`config.mk`:
```
export PLATFORM = sky130hd
export DESIGN_NAME = pll_pwr_seq
export DESIGN_NICKNAME = d
export VERILOG_FILES = /design/src/rtl/pll_seq_pkg.sv /design/src/rtl/pll_settle_timer.sv /design/src/rtl/pll_lock_poller.sv /design/src/rtl/pll_pwr_seq.sv
export SDC_FILE = /design/constraint.sdc
export NUM_CORES = 1
export LEC_CHECK = 0
export BUFFER_PORTS_ARGS = -buffer_cell sky130_fd_sc_hd__buf_2
export CORE_AREA = 2 2 60 118
export DETAILED_ROUTE_END_ITERATION = 12
export DIE_AREA = 0 0 62 120
export PLACE_DENSITY = 0.69
export SYNTH_ARGS = -nofsm -noshare
export SYNTH_HDL_FRONTEND = slang
export SYNTH_HIERARCHICAL = 1
export SYNTH_SLANG_ARGS = --single-unit
```
`constraint.sdc`:
```
create_clock -name clk -period 2.4 [get_ports clk]
set_input_delay 0.24 -clock clk [delete_from_list [all_inputs] [get_ports clk]]
set_output_delay 0.24 -clock clk [all_outputs]
set_load 0.05 [all_outputs]
```
`src/rtl/pll_seq_pkg.sv`:
```
package pll_seq_pkg;

  typedef enum logic [4:0] {
    ST_IDLE,
    ST_U_BIAS_L, ST_U_MUX_L, ST_U_WAIT_L,
    ST_U_BIAS_S, ST_U_MUX_S, ST_U_WAIT_S,
    ST_U_START, ST_U_POLL, ST_U_GCLK_S,
    ST_U_BUF_L, ST_U_BUF_S, ST_U_DONE,
    ST_D_GCLK_L, ST_D_STOP, ST_D_BUF_L, ST_D_MUX_L, ST_D_BIAS_L, ST_D_WAIT_L,
    ST_D_GCLK_S, ST_D_BUF_S, ST_D_MUX_S, ST_D_BIAS_S, ST_D_WAIT_S,
    ST_D_END
  } seq_state_e;

  // A sample is due on the first cycle of polling or once the interval is reached.
  function automatic logic sample_due(input logic first_s,
                                      input int unsigned ivl_next,
                                      input int unsigned period);
    return first_s || (ivl_next >= period);
  endfunction

  // Timeout has expired once the elapsed tick count reaches the limit.
  function automatic logic time_up(input int unsigned elapsed,
                                   input int unsigned limit);
    return elapsed >= limit;
  endfunction

endpackage

```
`src/rtl/pll_settle_timer.sv`:
```
module pll_settle_timer #(
  parameter int SETTLE_CYC = 50
) (
  input  logic clk,
  input  logic rst_n,
  input  logic go,
  output logic zero
);
  localparam int CW = $clog2(SETTLE_CYC + 1);

  logic [CW-1:0] cnt;

  always_ff @(posedge clk or negedge rst_n) begin
    if (!rst_n) begin
      cnt <= '0;
    end else if (go) begin
      cnt <= CW'(SETTLE_CYC);
    end else if (cnt != '0) begin
      cnt <= cnt - 1'b1;
    end
  end

  assign zero = (cnt == '0);

endmodule

```
`src/rtl/pll_lock_poller.sv`:
```
module pll_lock_poller
  import pll_seq_pkg::*;
#(
  parameter int POLL_US    = 100,
  parameter int TIMEOUT_US = 5000
) (
  input  logic clk,
  input  logic rst_n,
  input  logic go,
  input  logic tick,
  input  logic lock_bit,
  output logic hit,
  output logic miss
);
  localparam int IW = $clog2(POLL_US + 1) + 1;
  localparam int EW = $clog2(TIMEOUT_US + 1) + 1;

  logic          active;
  logic          first_s;
  logic [IW-1:0] ivl;
  logic [EW-1:0] el;
  logic [IW-1:0] ivl_nxt;
  logic [EW-1:0] el_nxt;
  logic          due;
  logic          expired;

  assign ivl_nxt = ivl + IW'(tick);
  assign el_nxt  = (el >= EW'(TIMEOUT_US)) ? el : el + EW'(tick);
  assign due     = sample_due(first_s, 32'(ivl_nxt), 32'(POLL_US));
  assign expired = time_up(32'(el_nxt), 32'(TIMEOUT_US));

  always_ff @(posedge clk or negedge rst_n) begin
    if (!rst_n) begin
      active  <= 1'b0;
      first_s <= 1'b0;
      ivl     <= '0;
      el      <= '0;
      hit     <= 1'b0;
      miss    <= 1'b0;
    end else begin
      hit  <= 1'b0;
      miss <= 1'b0;
      if (go) begin
        active  <= 1'b1;
        first_s <= 1'b1;
        ivl     <= '0;
        el      <= '0;
      end else if (active) begin
        first_s <= 1'b0;
        el      <= el_nxt;
        if (due) begin
          ivl <= '0;
          if (lock_bit) begin
            hit    <= 1'b1;
            active <= 1'b0;
          end else if (expired) begin
            miss   <= 1'b1;
            active <= 1'b0;
          end
        end else begin
          ivl <= ivl_nxt;
        end
      end
    end
  end

  p_result_from_active_r4: assert property (@(posedge clk) disable iff (!rst_n)
    (hit || miss) |-> $past(active));
  p_miss_needs_time_r5: assert property (@(posedge clk) disable iff (!rst_n)
    miss |-> !$past(first_s) || (TIMEOUT_US == 0));

endmodule

```
`src/rtl/pll_pwr_seq.sv`:
```
module pll_pwr_seq
  import pll_seq_pkg::*;
#(
  parameter int SETTLE_CYC = 50,
  parameter int POLL_US    = 100,
  parameter int TIMEOUT_US = 5000,
  parameter int STAT_W     = 8
) (
  input  logic              clk,
  input  logic              rst_n,
  input  logic              prep_req,
  input  logic              unprep_req,
  input  logic              slave_present,
  input  logic [STAT_W-1:0] lock_stat,
  input  logic              us_tick,
  output logic [1:0]        bias_en,
  output logic [1:0]        mux_en,
  output logic              pll_start,
  output logic [1:0]        gclk_en,
  output logic [1:0]        obuf_en,
  output logic              seq_done,
  output logic              pll_on,
  output logic              lock_fail
);
  localparam int LOC = 0;
  localparam int SLV = 1;

  seq_state_e st;
  logic       slv_q;
  logic       tmr_go;
  logic       tmr_zero;
  logic       poll_go;
  logic       lock_hit;
  logic       lock_miss;
  logic       up_accept;
  logic       dn_accept;
  logic       idle_s;

  assign idle_s    = (st == ST_IDLE);
  assign up_accept = idle_s && prep_req;
  assign dn_accept = idle_s && !prep_req && unprep_req;
  assign tmr_go    = (st == ST_U_MUX_L) || (st == ST_U_MUX_S) ||
                     (st == ST_D_BIAS_L) || (st == ST_D_BIAS_S);
  assign poll_go   = (st == ST_U_START);

  pll_settle_timer #(.SETTLE_CYC(SETTLE_CYC)) u_tmr (
    .clk  (clk),
    .rst_n(rst_n),
    .go   (tmr_go),
    .zero (tmr_zero)
  );

  pll_lock_poller #(.POLL_US(POLL_US), .TIMEOUT_US(TIMEOUT_US)) u_poll (
    .clk     (clk),
    .rst_n   (rst_n),
    .go      (poll_go),
    .tick    (us_tick),
    .lock_bit(lock_stat[0]),
    .hit     (lock_hit),
    .miss    (lock_miss)
  );

  always_ff @(posedge clk or negedge rst_n) begin
    if (!rst_n) begin
      st        <= ST_IDLE;
      slv_q     <= 1'b0;
      bias_en   <= '0;
      mux_en    <= '0;
      pll_start <= 1'b0;
      gclk_en   <= '0;
      obuf_en   <= '0;
      seq_done  <= 1'b0;
      pll_on    <= 1'b0;
      lock_fail <= 1'b0;
    end else begin
      seq_done <= 1'b0;
      case (st)
        ST_IDLE: begin
          if (up_accept) begin
            slv_q     <= slave_present;
            lock_fail <= 1'b0;
            st        <= ST_U_BIAS_L;
          end else if (dn_accept) begin
            slv_q <= slave_present;
            st    <= ST_D_GCLK_L;
          end
        end
        ST_U_BIAS_L: begin bias_en[LOC] <= 1'b1; st <= ST_U_MUX_L; end
        ST_U_MUX_L:  begin mux_en[LOC]  <= 1'b1; st <= ST_U_WAIT_L; end
        ST_U_WAIT_L: if (tmr_zero) st <= slv_q ? ST_U_BIAS_S : ST_U_START;
        ST_U_BIAS_S: begin bias_en[SLV] <= 1'b1; st <= ST_U_MUX_S; end
        ST_U_MUX_S:  begin mux_en[SLV]  <= 1'b1; st <= ST_U_WAIT_S; end
        ST_U_WAIT_S: if (tmr_zero) st <= ST_U_START;
        ST_U_START:  begin pll_start <= 1'b1; st <= ST_U_POLL; end
        ST_U_POLL: begin
          if (lock_hit) begin
            pll_on       <= 1'b1;
            gclk_en[LOC] <= 1'b1;
            st           <= slv_q ? ST_U_GCLK_S : ST_U_BUF_L;
          end else if (lock_miss) begin
            lock_fail <= 1'b1;
            seq_done  <= 1'b1;
            st        <= ST_IDLE;
          end
        end
        ST_U_GCLK_S: begin gclk_en[SLV] <= 1'b1; st <= ST_U_BUF_L; end
        ST_U_BUF_L: begin
          obuf_en[LOC] <= 1'b1;
          st           <= slv_q ? ST_U_BUF_S : ST_U_DONE;
        end
        ST_U_BUF_S:  begin obuf_en[SLV] <= 1'b1; st <= ST_U_DONE; end
        ST_U_DONE:   begin seq_done <= 1'b1; st <= ST_IDLE; end
        ST_D_GCLK_L: begin gclk_en[LOC] <= 1'b0; st <= ST_D_STOP; end
        ST_D_STOP:   begin pll_start    <= 1'b0; st <= ST_D_BUF_L; end
        ST_D_BUF_L:  begin obuf_en[LOC] <= 1'b0; st <= ST_D_MUX_L; end
        ST_D_MUX_L:  begin mux_en[LOC]  <= 1'b0; st <= ST_D_BIAS_L; end
        ST_D_BIAS_L: begin bias_en[LOC] <= 1'b0; st <= ST_D_WAIT_L; end
        ST_D_WAIT_L: if (tmr_zero) st <= slv_q ? ST_D_GCLK_S : ST_D_END;
        ST_D_GCLK_S: begin gclk_en[SLV] <= 1'b0; st <= ST_D_BUF_S; end
        ST_D_BUF_S:  begin obuf_en[SLV] <= 1'b0; st <= ST_D_MUX_S; end
        ST_D_MUX_S:  begin mux_en[SLV]  <= 1'b0; st <= ST_D_BIAS_S; end
        ST_D_BIAS_S: begin bias_en[SLV] <= 1'b0; st <= ST_D_WAIT_S; end
        ST_D_WAIT_S: if (tmr_zero) st <= ST_D_END;
        ST_D_END: begin
          pll_on   <= 1'b0;
          seq_done <= 1'b1;
          st       <= ST_IDLE;
        end
        default: st <= ST_IDLE;
      endcase
    end
  end

  p_start_powered_r3: assert property (@(posedge clk) disable iff (!rst_n)
    pll_start |-> (bias_en[LOC] && mux_en[LOC]));
  p_on_after_start_r4: assert property (@(posedge clk) disable iff (!rst_n)
    $rose(pll_on) |-> $past(pll_start));
  p_fail_gated_r5: assert property (@(posedge clk) disable iff (!rst_n)
    lock_fail |-> (gclk_en == 2'b00) && (obuf_en == 2'b00));
  p_gate_before_stop_r7: assert property (@(posedge clk) disable iff (!rst_n)
    gclk_en[LOC] |-> pll_start);
  p_buf_needs_on_r6: assert property (@(posedge clk) disable iff (!rst_n)
    (obuf_en != 2'b00) |-> pll_on);
  p_slave_gate_up_r6: assert property (@(posedge clk) disable iff (!rst_n)
    $rose(gclk_en[SLV]) |-> gclk_en[LOC]);
  p_slave_gate_down_r8: assert property (@(posedge clk) disable iff (!rst_n)
    $fell(gclk_en[SLV]) |-> !gclk_en[LOC] && !pll_start);
  p_slave_bias_order_r2: assert property (@(posedge clk) disable iff (!rst_n)
    $rose(bias_en[SLV]) |-> mux_en[LOC]);
  p_done_pulse_r10: assert property (@(posedge clk) disable iff (!rst_n)
    seq_done |=> !seq_done);

endmodule

```
==> results.ini, run 1 <==
[run_status]
status=complete, no violations

[yosys]
synth_mux_area_share_pct=1.31
synthAdderAreaFrac_pct=2.38
synth_compound_area_share_pct=21.3
async_reset_ff_share_pct=100
synth_ff_type=dfrtp_1
yosysWarnings=6
syn-mean-instance-area_um2=8.90
synth_nets=375
synth-simple-area-share_pct=26.2
syn_area_mm2=0.00316
synth_top_family_by_area=simple AND/OR/NAND/NOR gates
synth_xor_area_share_pct=3.60
synth_edf_count=0
syn_inst=355
ys_seq_area_share_pct=39.6
yosysUniqueCellTypes=69
synth-seq-cells=50

[floorplanning]
core_mm2=0.00657
start_util_pct=48.1
die_w_um=62
die_area_mm2=0.00744
num_rows=42
pin_count=26
die_h_um=120

[critical_path]
cp_max_fo=4
cp.arrival_ps=2450
rr_startpoint=u_poll/ivl[0]$_DFFE_PN0P_
rrSetupSlack_ps=130
critical_path_class=reg2reg
endpoint_kind=flip-flop
rr_worst_depth=8
cp-startpoint=u_poll/ivl[0]$_DFFE_PN0P_
crit_required_ps=2580
worstSetupEndpoint=u_poll/active$_DFF_PN0_
timing.rr.end=u_poll/active$_DFF_PN0_
cp-start-kind=flip-flop

[min_path]
worstHoldPathType=in2reg

[routing]
drt_pass1_iterations=4
drt_iter0_markers=214
routedWlPerCell_um=15.8
wirelength_um=7370
drc=0
via_count=2800
via_per_inst=6.01
drtAntennaViolNets=0

[timing]
max_freq_mhz=440
setup_viol_count_final=0
maxSlewViolCount=0
slew_headroom_pct=63.3
finalCritPeriodShare_pct=94.8
tightest_slew_ps=548
fin_crit_ps=2270
fin_tns_setup_ps=0
hold_viol_final=0
fin_skew_ps=6.28

[finish]
nNetsFinal=397
drive_gt1_share_pct=17.5
final_util_pct=54.3
antenna_cells=0
area_growth_pct=12.9

[grt]
grt.total_usage_pct=22.1
grt_max_degree=32
grt_pass1_vias=2811
grt_pass1_wl_um=12500
antenna_found_initial=0
overflow=0

[cts]
cts_sinks=50
cts_tree=done
clock-root-buffer=clkbuf_16
cts_buffer_depth=2
clk_pin_slew_worst_paths_ps=70
htreeDepth=2
clk_latency_ps=290
numCtsBuffers=5

[placed_design]
dp_hpwl_um=5360
port_buffers=18
place.gp.congestion=0.898

[power_and_ir_drop]
ir_drop_uv=791
power_density_mw_per_mm2=671
p_total_uw=2390
leakagePower_uw=0.00156

[job]
maxCapViolCount=0

-- layout make-up --
class                      instances  area, µm²
fill                             623       3000
multi-input combinational        270       1740
sequential                        50       1250
timing repair buffer              39        250
clock buffer                       5        125
tap                               88        110
clock inverter                     3       45.0
inverter                          11       41.3
-- layout by cell type (no fill, tap or decap), types with 9 or more instances in the layout --
cell / Yosys / routed
buf_4: 4 / 20
dfrtp_1: 50 / 50
o21ai_0: 24 / 24
a21oi_1: 19 / 19
nand2_1: 22 / 22
nor2_1: 37 / 37
inv_1: 11 / 11
nand3_1: 15 / 15
buf_2: 6 / 18
nor4_1: 9 / 9
-- routing by layer --
layer / track usage, % / vias up / share of wire (%)
met1: 24.7 / 1374 / 38
met2: 39.1 / 56 / 57
met5: 0 / - / 0
met3: 3.13 / 16 / 2.1
met4: 9.31 / 0 / 3.0
li1: - / 1354 / -
-- worst max-delay path: stages (launching register included) --
cell and delay (ps):
dfrtp_1 360, ha_2 220, ha_1 180, nand4_1 130
or2_2 340, nor3_2 200, o21a_1 230, o32ai_1 140
a221o_1 370
-- worst min path at each step --
stage,endpoint,slack (ps),depth (start not counted),start
3_3_place_gp,u_tmr/cnt[3]$_DFFE_PN0P_,220,1,rst_n
3_5_place_dp,u_tmr/cnt[3]$_DFFE_PN0P_,220,1,rst_n
4_1_cts,u_poll/miss$_DFF_PN0_,150,2,lock_stat[0]
5_1_grt,u_poll/miss$_DFF_PN0_,160,2,lock_stat[0]
6_report,u_poll/miss$_DFF_PN0_,160,2,lock_stat[0]
2_1_floorplan,bias_en[0]$_DFFE_PN0P_,-60,0,rst_n
-- cell families after synthesis --
group / count (synthesis)
AND/OR/NAND/NOR: 149
AO/OA/AOI/OAI: 98
flip-flops: 50
buffers and inverters: 35
XOR/XNOR: 13
adder cells (fa/ha/maj): 6
multiplexers: 4
-- report_power, final --
| group | total [µW] | internal, µW | switching, µW |
|---|---|---|---|
| clock | 814 | 492 | 323 |
| combinational | 506 | 254 | 252 |
| sequential | 1070 | 946 | 126 |
| total | 2390 | 1690 | 701 |
-- state kept, by name, indices dropped and copies added (netlist names) --
signal	count
bias_en	2
gclk_en	2
lock_fail	1
mux_en	2
obuf_en	2
pll_on	1
pll_start	1
seq_done	1
slv_q	1
st	5
u_poll/active	1
u_poll/el	14
u_poll/first_s	1
u_poll/hit	1
u_poll/ivl	8
u_poll/miss	1
u_tmr/cnt	6
-- metrics by stage --
stage | setup WS (ps) | area (µm²) | hold slack, ps | instances
2_1_floorplan | 129 | 3160 | -55.6 | 355
3_3_place_gp | 74.8 | 3380 | 215 | 457
3_5_place_dp | 38.8 | 3380 | 219 | 457
4_1_cts | 40.5 | 3560 | 154 | 466
5_1_grt | -7.10 | 3570 | 162 | 466
6_report | 125 | 3570 | 164 | 466
-- what timing repair did --
| action | in CTS | in global routing |
|---|---|---|
| hold buffers | 1 | 0 |
| setup endpoints to repair | 0 | 6 |
| resized for setup | 0 | 2 |
| endpoints found under the hold margin | 16 | 0 |
| setup buffers | 0 | 0 |
-- cells in the mapped netlist, types with 2 or more instances --
cell type | instances | area [µm²]
a22oi_1 | 3 | 22.5
a221o_1 | 2 | 20.0
nor2_1 | 37 | 139
and3_1 | 2 | 12.5
o32ai_1 | 4 | 35.0
buf_6 | 3 | 33.8
a21o_1 | 3 | 22.5
nor4b_1 | 2 | 17.5
inv_1 | 11 | 41.3
buf_2 | 6 | 30.0
o31ai_1 | 2 | 15.0
nand3b_1 | 2 | 15.0
o41ai_1 | 4 | 35.0
mux2i_1 | 3 | 30.0
or2_1 | 2 | 12.5
nand2b_1 | 6 | 37.5
nor4_1 | 9 | 56.3
or3_1 | 3 | 18.8
nand4_1 | 7 | 43.8
xnor2_1 | 6 | 52.6
nor3_1 | 10 | 50.1
and2_1 | 3 | 18.8
o21ai_0 | 24 | 120
a211o_1 | 5 | 43.8
a31oi_1 | 8 | 50.1
nor3b_1 | 3 | 22.5
dfrtp_1 | 50 | 1250
a211oi_1 | 2 | 15.0
a22o_1 | 4 | 35.0
o21a_1 | 4 | 30.0
xor2_1 | 7 | 61.3
a21oi_1 | 19 | 95.1
ha_1 | 6 | 75.1
nand2_1 | 22 | 82.6
nor3_2 | 3 | 30.0
nand3_1 | 15 | 75.1
or2_2 | 3 | 18.8
nand4b_1 | 3 | 26.3
buf_4 | 4 | 30.0
nor2b_1 | 4 | 25.0
clkbuf_1 | 10 | 37.5
o22ai_1 | 2 | 12.5
Note: power is estimated with default switching activity, not from simulation.
==> run 2: changes to the inputs <==
--- a/config.mk
+++ b/config.mk
@@ -7,9 +7,10 @@
 export LEC_CHECK = 0
 export BUFFER_PORTS_ARGS = -buffer_cell sky130_fd_sc_hd__buf_2
 export CORE_AREA = 2 2 60 118
+export CTS_BUF_LIST = sky130_fd_sc_hd__clkbuf_2
 export DETAILED_ROUTE_END_ITERATION = 12
 export DIE_AREA = 0 0 62 120
-export PLACE_DENSITY = 0.69
+export PLACE_DENSITY = 0.66
 export SYNTH_ARGS = -nofsm -noshare
 export SYNTH_HDL_FRONTEND = slang
 export SYNTH_HIERARCHICAL = 1
==> constraint.sdc (replaced) <==
create_clock -name clk -period 2.3 [get_ports clk]
set_input_delay 0.23 -clock clk [delete_from_list [all_inputs] [get_ports clk]]
set_output_delay 0.23 -clock clk [all_outputs]
set_load 0.05 [all_outputs]
==> run 2 against run 1 <==
  * Sequential power grew 6%
  * Global-route usage is 0.96 points higher
  * Worst setup slack got worse by 44 ps
  * Final area decreased by 1.8%
  * Fmax rose by 2.5%
  * Critical path depth down 1
  * Die area unchanged
  * Critical path type unchanged
  * Critical endpoint unchanged
==> results.ini, run 2 (synthesis results as in run 1) <==
[grt]
overflow=0  ; unchanged
grt_util_met3_pct=3.66  ; +0.54 points
grtUsageMet2_pct=40.0  ; +0.91 points
antenna_found_initial=1  ; +1
top_usage_layer=met2
grt_max_degree=51  ; +59%
grt_pass1_vias=2785  ; -0.92%
grt_pass1_wl_um=13100  ; +4.2%
use_met1_pct=25.6  ; +0.94 points
grt.total_usage_pct=23.0  ; +0.96 points

[floorplanning]
die_h_um=120  ; unchanged
die_w_um=62  ; unchanged
start_util_pct=48.1  ; unchanged
num_rows=42  ; unchanged
pin_count=26  ; unchanged
die_area_mm2=0.00744  ; unchanged
core_mm2=0.00657  ; unchanged

[routing]
drt_iter0_markers=216  ; +0.93%
drc=0  ; unchanged
drtAntennaViolNets=0  ; unchanged
routedWlPerCell_um=16.3  ; +3.2%
via_per_inst=5.96  ; -0.85%
wirelength_um=7670  ; +4.1%
drt_pass1_iterations=5  ; +1
via_count=2800  ; unchanged

[power_and_ir_drop]
leakagePower_uw=0.00153  ; -1.7%
clkPwrFrac_pct=22.9  ; -11 points
p_seq_share_pct=52.7  ; +7.9 points
p_total_uw=2140  ; -10%
p_switching_uw=700  ; -0.15%
p_comb_share_pct=24.4  ; +3.2 points
p_int_uw=1440  ; -15%
power_density_mw_per_mm2=613  ; -8.7%
switching_share_pct=32.6  ; +3.3 points
ir_drop_uv=507  ; -36%

[critical_path]
critical_path_class=reg2reg
cp-startpoint=u_poll/el[0]$_DFFE_PN0P_
rr_startpoint=u_poll/el[0]$_DFFE_PN0P_
cp.arrival_ps=2610  ; +160 ps
path_cells=ha_1 > ha_1 > nand3_1 > nor4_1 > o32ai_1 > and3_1 > a221o_1
critPathMaxStageDelay_ps=420  ; +50 ps
rrSetupSlack_ps=80  ; -40 ps
cpMostUsedCell=ha_1
cp_max_fo=5  ; +1
slowest_stage=dfrtp_1
crit_required_ps=2690  ; +110 ps
cp-start-kind=flip-flop
rr_worst_depth=7  ; -1
critPathTopFamily=simple AND/OR/NAND/NOR gates
critPathBufInv=0  ; unchanged
timing.rr.end=u_poll/active$_DFF_PN0_
endpoint_kind=flip-flop

[timing]
max_freq_mhz=451  ; +2.5%
rsz0062_at_grt=no
finalCritPeriodShare_pct=96.5  ; +1.7 points
holdWs_ps=101  ; -62.7 ps
hold_viol_final=0  ; unchanged
slew_headroom_pct=56.9  ; -6.4 points
maxSlewViolCount=0  ; unchanged
fin_skew_ps=16.4  ; +10.1 ps
fin_crit_ps=2220  ; -55.7 ps
setup_ws_ps=81.1  ; -44.3 ps
tightest_slew_ps=646  ; +97.8 ps
setup_viol_count_final=0  ; unchanged

[placed_design]
place_area_mm2=0.00338  ; unchanged
place.gp.congestion=0.928  ; +3.3%
port_buffers=18  ; unchanged
dp_hpwl_um=5420  ; +1.2%
pre_cts_ws_ps=-14.9  ; -53.7 ps

[cts]
numCtsBuffers=5  ; unchanged
cts_sinks=50  ; unchanged
cts_buffer_depth=2  ; unchanged
cts_tree=done
clk_latency_ps=450  ; +160 ps
htreeDepth=2  ; unchanged
clock-root-buffer=clkbuf_2
clk_pin_slew_worst_paths_ps=270  ; +200 ps

[finish]
nNetsFinal=400  ; +0.76%
final_cell_mix=dfrtp_1 (50), nor2_1 (37), o21ai_0 (24)
drive_gt1_share_pct=17.6  ; +0.12 points
fillCellCount=608  ; -2.4%
area_growth_pct=10.8
final_area_mm2=0.00350  ; -1.8%
final_util_pct=53.3  ; -0.99 points
largest_register_ffs=14  ; unchanged
reg_top3=u_poll/el (14), u_poll/ivl (8), u_tmr/cnt (6)
largest_register=u_poll/el
layout_commonest_cell=dfrtp_1

[min_path]
hold_path_depth=4  ; +2
worstHoldPathType=in2reg
min_from=prep_req
whs_endpoint=lock_fail$_DFFE_PN0P_

[run_status]
status=complete, no violations

[job]
maxCapViolCount=0  ; unchanged

run 2: how the worst max path moves through the flow:
stage                           endpoint  slack (ps)  cells past startpoint
6_report         u_poll/active$_DFF_PN0_          80                      7
2_1_floorplan    u_poll/active$_DFF_PN0_          30                      9
4_1_cts          u_poll/active$_DFF_PN0_          70                      8
3_5_place_dp     u_poll/active$_DFF_PN0_         -10                      8
5_1_grt        u_poll/ivl[3]$_DFFE_PN0P_         0.7                      9
3_3_place_gp     u_poll/active$_DFF_PN0_          70                      9
run 2: stage by stage:
| step | setup TNS, ps | instances |
|---|---|---|
| after floorplan | 0 | 355 |
| after global placement | 0 | 457 |
| after detailed placement | -19.9 | 457 |
| after CTS | 0 | 468 |
| after global routing | 0 | 470 |
| final | 0 | 470 |
run 2: cell type report:
class	instances	area, µm²	share of cell area [%]
antenna	1	2.50	0.0715
tap	88	110	3.15
multi-input combinational	270	1750	50.0
clock inverter	2	37.5	1.07
inverter	11	41.3	1.18
timing repair buffer	42	278	7.93
sequential	50	1250	35.7
clock buffer	6	30.0	0.858
run 2: tightest hold or removal path, stage by stage:
cell     delay (ps)
buf_2           130
nand2_1          60
a21oi_1          50
nor2_1           70
run 2: power by group through the flow:
stage / Combinational [µW] / Clock (µW) / Sequential (µW)
floorplan: 426 / 0 / 1080
global placement: 486 / 0 / 1140
detailed placement: 499 / 0 / 1140
CTS: 510 / 522 / 1130
global route: 588 / 556 / 1150
finish: 524 / 491 / 1130
run 2: what timing repair did:
action,CTS,global route
pin swaps,1,1
hold buffers,3,0
resized for setup,1,3
buffers inserted,0,1
hold endpoints to repair,53,0
setup endpoints to repair,4,9
run 2: metal layers:
metal	up-vias	share of wire, %
met3	14	2.1
met2	46	58
met1	1378	38
li1	1362	-
met5	-	0
met4	0	2.3
